`src/rtl/fwp_pkg.sv`:
```
package fwp_pkg;
  // decoded operation after strobe priority
  typedef enum logic [2:0] {
    OP_NONE  = 3'd0,
    OP_WREN  = 3'd1,
    OP_WRDI  = 3'd2,
    OP_WRSR  = 3'd3,
    OP_PROG  = 3'd4,
    OP_ERASE = 3'd5
  } fwp_op_e;

  localparam int PCODE_W = 3;
endpackage

```
`src/rtl/fwp_region_check.sv`:
```
module fwp_region_check #(
  parameter int ADDR_W  = 20,
  parameter int BLOCK_W = 16
) (
  input  logic [fwp_pkg::PCODE_W-1:0] pcode,
  input  logic [ADDR_W-1:0]           addr,
  input  logic                        whole_chip,
  output logic                        hit
);
  localparam int IDX_W      = ADDR_W - BLOCK_W;
  localparam int CW         = IDX_W + 1;
  localparam int NUM_BLOCKS = 1 << IDX_W;
  localparam int FULL_CODE  = 5;   // this code and above cover every block

  logic [CW-1:0] prot_cnt;
  logic [CW-1:0] lo_bound;
  logic [CW-1:0] blk_idx;

  always_comb begin
    if (pcode == '0)
      prot_cnt = '0;
    else if (int'(pcode) < FULL_CODE)
      prot_cnt = CW'(NUM_BLOCKS >> (FULL_CODE - int'(pcode)));
    else
      prot_cnt = CW'(NUM_BLOCKS);
    lo_bound = CW'(NUM_BLOCKS) - prot_cnt;
    blk_idx  = {1'b0, addr[ADDR_W-1:BLOCK_W]};
    if (whole_chip)
      hit = (prot_cnt != '0);
    else
      hit = (prot_cnt != '0) && (blk_idx >= lo_bound);
  end
endmodule

```
`src/rtl/fwp_busy_timer.sv`:
```
module fwp_busy_timer #(
  parameter int CNT_W = 5
) (
  input  logic             clk,
  input  logic             rst,
  input  logic             load,
  input  logic [CNT_W-1:0] len,
  output logic             busy,
  output logic             done
);
  logic [CNT_W-1:0] cnt_q;

  always_ff @(posedge clk) begin
    if (rst)
      cnt_q <= '0;
    else if (load)
      cnt_q <= len;
    else if (cnt_q != '0)
      cnt_q <= cnt_q - 1'b1;
  end

  assign busy = (cnt_q != '0);
  assign done = (cnt_q == CNT_W'(1));
endmodule

```
`src/rtl/fwp_status_unit.sv`:
```
module fwp_status_unit #(
  parameter int ADDR_W   = 20,
  parameter int BLOCK_W  = 16,
  parameter int PROG_CYC = 4,
  parameter int SECT_CYC = 8,
  parameter int BLK_CYC  = 12,
  parameter int CHIP_CYC = 16,
  parameter int WRSR_CYC = 3
) (
  input  logic              clk,
  input  logic              rst,
  input  logic              wp_n,
  input  logic              wren_i,
  input  logic              wrdi_i,
  input  logic              wrsr_i,
  input  logic [7:0]        wrsr_data_i,
  input  logic              prog_i,
  input  logic              erase_i,
  input  logic [1:0]        erase_kind_i,
  input  logic [ADDR_W-1:0] addr_i,
  output logic              grant_o,
  output logic              reject_o,
  output logic [7:0]        status_o
);
  import fwp_pkg::*;

  localparam int MAX_AB  = (PROG_CYC > SECT_CYC) ? PROG_CYC : SECT_CYC;
  localparam int MAX_CD  = (BLK_CYC > CHIP_CYC) ? BLK_CYC : CHIP_CYC;
  localparam int MAX_ABC = (MAX_AB > MAX_CD) ? MAX_AB : MAX_CD;
  localparam int MAX_CYC = (MAX_ABC > WRSR_CYC) ? MAX_ABC : WRSR_CYC;
  localparam int CNT_W   = $clog2(MAX_CYC + 1);

  logic               wel_q, bpl_q;
  logic [PCODE_W-1:0] pcode_q;
  fwp_op_e            op;
  logic               busy, done, prot_hit, locked;
  logic               is_req, accept, wrsr_ok, load;
  logic [CNT_W-1:0]   len;

  // strobe priority
  always_comb begin
    if (erase_i)      op = OP_ERASE;
    else if (prog_i)  op = OP_PROG;
    else if (wrsr_i)  op = OP_WRSR;
    else if (wrdi_i)  op = OP_WRDI;
    else if (wren_i)  op = OP_WREN;
    else              op = OP_NONE;
  end

  fwp_region_check #(.ADDR_W(ADDR_W), .BLOCK_W(BLOCK_W)) u_region (
    .pcode      (pcode_q),
    .addr       (addr_i),
    .whole_chip ((op == OP_ERASE) && erase_kind_i[1]),
    .hit        (prot_hit)
  );

  assign locked  = !wp_n && bpl_q;
  assign is_req  = (op == OP_PROG) || (op == OP_ERASE);
  assign accept  = is_req && !busy && wel_q && !prot_hit;
  assign wrsr_ok = (op == OP_WRSR) && !busy && wel_q && !locked;
  assign load    = accept || wrsr_ok;

  always_comb begin
    if (op == OP_PROG)       len = CNT_W'(PROG_CYC);
    else if (op == OP_WRSR)  len = CNT_W'(WRSR_CYC);
    else if (erase_kind_i[1]) len = CNT_W'(CHIP_CYC);
    else if (erase_kind_i[0]) len = CNT_W'(BLK_CYC);
    else                     len = CNT_W'(SECT_CYC);
  end

  fwp_busy_timer #(.CNT_W(CNT_W)) u_timer (
    .clk  (clk),
    .rst  (rst),
    .load (load),
    .len  (len),
    .busy (busy),
    .done (done)
  );

  always_ff @(posedge clk) begin
    if (rst) begin
      wel_q    <= 1'b0;
      pcode_q  <= '1;
      bpl_q    <= 1'b1;
      grant_o  <= 1'b0;
      reject_o <= 1'b0;
    end else begin
      grant_o  <= accept;
      reject_o <= is_req && !accept;
      if (done)
        wel_q <= 1'b0;
      else if (!busy) begin
        if (op == OP_WREN) wel_q <= 1'b1;
        if (op == OP_WRDI) wel_q <= 1'b0;
      end
      if (wrsr_ok) begin
        pcode_q <= wrsr_data_i[4:2];
        bpl_q   <= wrsr_data_i[7];
      end
    end
  end

  assign status_o = {bpl_q, 2'b00, pcode_q, wel_q, busy};
endmodule

```
`config.mk`:
```
export PLATFORM = sky130hd
export DESIGN_NAME = fwp_status_unit
export DESIGN_NICKNAME = d
export VERILOG_FILES = /design/src/rtl/fwp_pkg.sv /design/src/rtl/fwp_region_check.sv /design/src/rtl/fwp_busy_timer.sv /design/src/rtl/fwp_status_unit.sv
export SDC_FILE = /design/constraint.sdc
export NUM_CORES = 1
export LEC_CHECK = 0
export BUFFER_PORTS_ARGS = -buffer_cell sky130_fd_sc_hd__buf_2
export CORE_ASPECT_RATIO = 0.9
export CORE_UTILIZATION = 45
export CTS_BUF_LIST = sky130_fd_sc_hd__clkbuf_16
export CTS_CLUSTER_SIZE = 24
export DETAILED_ROUTE_END_ITERATION = 10
export GPL_TIMING_DRIVEN = 0
export PLACE_DENSITY = 0.79
export SLEW_MARGIN = 10
export SYNTH_ARGS = -nofsm -noshare
export SYNTH_HDL_FRONTEND = slang
export SYNTH_SLANG_ARGS = --single-unit
```
`constraint.sdc`:
```
create_clock -name clk -period 3.65 [get_ports clk]
set_input_delay 1.095 -clock clk [delete_from_list [all_inputs] [get_ports clk]]
set_output_delay 1.095 -clock clk [all_outputs]
set_load 0.03 [all_outputs]
```
==> results.md <==
* DP Area at 1109 µm²
* Synthesized cell area at 948.4 µm²
* Pwr Density at 523.8 nW/µm²
* # placed instances at 168
* Fill cell count at 188
* Leak at 0.5419 nW
* Synth unique cells at 39
* Signal arrival time at the worst endpoint at 3.52 ns
* Footprint of the multi-input gates at 614.3 µm²
* Pin count of the biggest net entering global routing at 11
* Via density per instance at 5.320
* Total gr overflow at 0
* Area contributors post-synth: dfxtp_1 25%, ha_1 13%, nor2_1 6.7%, inv_1 5.5%, a211o_1 4.6%
* WL/cell at 12.22 µm
* Clock share of power at 32.5%
* Core ar. at 1952 µm²
* Non-Filler Instances at 172
* Tcrit/Tclk final at 92.42%
* Fin Setup TNS at 0 ns
* Clk root buf: clkbuf_16
* Async set or reset register ratio after synthesis at 0%
* Post-synth EDFFs at 0
* Die H at 45.55 µm
* Max IR drop VDD at 386.3 µV
* Status: finished clean
* Sw power at 220.2 µW
* Dominant synthesized flop cell: dfxtp_1
* Post-cts hold buffer count at 0
* Max Cap Viol at 0
* CTS tree: done
* Yosys warnings at 0
* CP Capture Type: flip-flop
* Sequential element share of the synthesized area at 25.33%
* Clock Skew at 0.001868 ns
* TritonCTS buffer count at 3
* Die area at 2295 µm²
* Register area at 240.2 µm²
* DR pass1 iterations at 4
* Sequential power share at 28.3%
* Sink Count at 12
* Max Fanout on Critical Path at 8
* Row cnt at 15
* RD Place Congestion at 0.8512
* Synth top area share at 25.33%
* Top Ports at 48
* Post-Synthesis Mean Instance Area at 8.106 µm²
* Vias in the first global route at 853
* Layout Nets at 196
* GRT Util Overall at 21.03%
* Switching portion of total power at 35.26%
* Largest area contributor in the netlist: dfxtp_1
* Final Hold Fails at 0
* Final setup violation count at 0
* Clock Path Buffers at 2
* Final instance area at 1192 µm²
* DP Worst Slack at 0.2822 ns
* Startpoint Class: flip-flop
* Vias at 915
* Final Max Slew Viols at 0
* # diodes at 0
* Port Buf Inserts at 25
* H-tree levels at 1
* Hold Path Class: reg -> reg
* DRT Wirelength at 2102 µm
* Yosys reg bits at 12
* Final Util at 61.09%
* Setup CP Type: reg -> reg
* Unrepaired setup endpoints after global routing: no
* Cells after Synth at 117
* Synth-to-Final Area Change at 25.73%
* Clk_lat worst skew at 0.24 ns
* Final min period at 3.373 ns
* Final WS setup at 0.2768 ns
* DP HPWL at 1591 µm
* Initial antenna violation count at 0
* Iter 0 DRT Violations at 31
* Die X at 50.39 µm
* Clock transition at path regs at 0.04 ns
* First-pass GRT wire length at 3525 µm
* Req. time, crit path at 3.80 ns
* ANT nets after route at 0
* P_int at 404.3 µW
* Initial cell density of the core at 48.59%
* DRC violations left at 0
* Share of cells above drive strength 1 at 27.21%
* Comb pwr share at 39.2%
* Fmax at 296.5 MHz
==> flip-flops by register name, indices dropped and copies added (netlist names) <==
register / flops
u_timer.cnt_q: 5
bpl_q: 1
pcode_q: 3
reject_o: 1
wel_q: 1
grant_o: 1
==> timing repair <==
| action | CTS | global route |
|---|---|---|
| resized for setup | 0 | 1 |
| setup endpoints to repair | 0 | 1 |
| buffers inserted | 0 | 0 |
==> path summary, 6_finish.rpt <==
path,endpoint,slack (ns),cells after the start,from
setup / recovery,u_timer.cnt_q[2]$_SDFFE_PP0P_,0.28,12,pcode_q[1]$_SDFFE_PP1P_
hold / removal,bpl_q$_SDFFE_PP1P_,0.50,1,bpl_q$_SDFFE_PP1P_
setup reg to reg,u_timer.cnt_q[2]$_SDFFE_PP0P_,0.28,12,pcode_q[1]$_SDFFE_PP1P_
hold reg to reg,bpl_q$_SDFFE_PP1P_,0.50,1,bpl_q$_SDFFE_PP1P_
==> routing by layer <==
metal	GRT usage [%]	routed length (µm)
met2	36.00	976
met1	24.19	978
met4	8.889	19
met3	7.333	127
met5	0	0
==> stage by stage <==
step           hold slack, ns  power (mW)
2_1_floorplan          0.4598      0.3665
3_3_place_gp           0.4720      0.4144
3_5_place_dp           0.4914      0.4216
4_1_cts                0.5054      0.6290
5_1_grt                0.5224      0.6650
6_report               0.5002      0.6245
==> final cells by class <==
type / instances / area share (%)
clock inverters: 1 / 0.3148
multi-input cells: 84 / 51.52
repair buffers: 25 / 10.49
flip-flops and latches: 12 / 20.15
plain buffers: 7 / 3.882
clock buffers: 3 / 6.296
well taps: 25 / 2.623
inverters: 15 / 4.722
==> placed cells by master (no fill, tap or decap), types with 2 or more instances in the layout <==
cell type,netlist,layout
dfxtp_1,12,12
nor3b_1,2,2
conb_1,1,2
o22ai_1,2,2
nand2_1,8,8
clkbuf_16,0,3
xor2_1,2,2
ha_1,10,10
a21oi_1,2,2
a211oi_1,2,2
inv_1,14,14
o2bb2ai_1,2,2
buf_4,5,5
a211o_1,5,5
nor2_1,17,17
o21ai_0,3,3
buf_2,1,26
nor3_1,4,3
nor2b_1,3,3
nand3b_1,2,2
==> logic make-up after synthesis <==
kind of cell / count (synthesis) / synth area share [%]
AOI/OAI and AO/OA: 25 / 20.32
xor gates and xnor gates: 3 / 2.771
adders and majority gates: 10 / 13.19
buffers and inverters: 22 / 10.82
DFF: 12 / 25.33
muxes: 1 / 1.055
other: 1 / 0.3954
and+or+nand+nor: 43 / 26.12
==> worst max-delay path, stage by stage (launching register included) <==
cell,delay (ns)
dfxtp_1,0.45
inv_1,0.13
ha_1,0.28
or3b_2,0.51
nor3_2,0.23
inv_1,0.07
ha_1,0.22
a21boi_0,0.13
ha_1,0.32
a22oi_1,0.19
nor2_1,0.06
a211o_1,0.38
a311oi_1,0.30
==> power groups by stage <==
stage          registers (mW)  clock network, mW  logic [mW]
2_1_floorplan           0.176                  0       0.191
3_3_place_gp            0.177                  0       0.237
3_5_place_dp            0.179                  0       0.242
4_1_cts                 0.177              0.206       0.246
5_1_grt                 0.179              0.211       0.275
6_report                0.177              0.203       0.245
==> synthesized netlist by cell type (all sizes together), types with 2 or more instances <==
library cell / number
ha: 10
nand3b: 2
o22ai: 2
inv: 15
o2bb2ai: 2
a211o: 5
nand2: 8
o21ai: 3
nor2: 17
nor2b: 3
a211oi: 2
nor3b: 2
buf: 6
xor2: 2
dfxtp: 12
nor4b: 2
a21oi: 2
nor3: 4
Note: power is estimated with default switching activity, not from simulation.
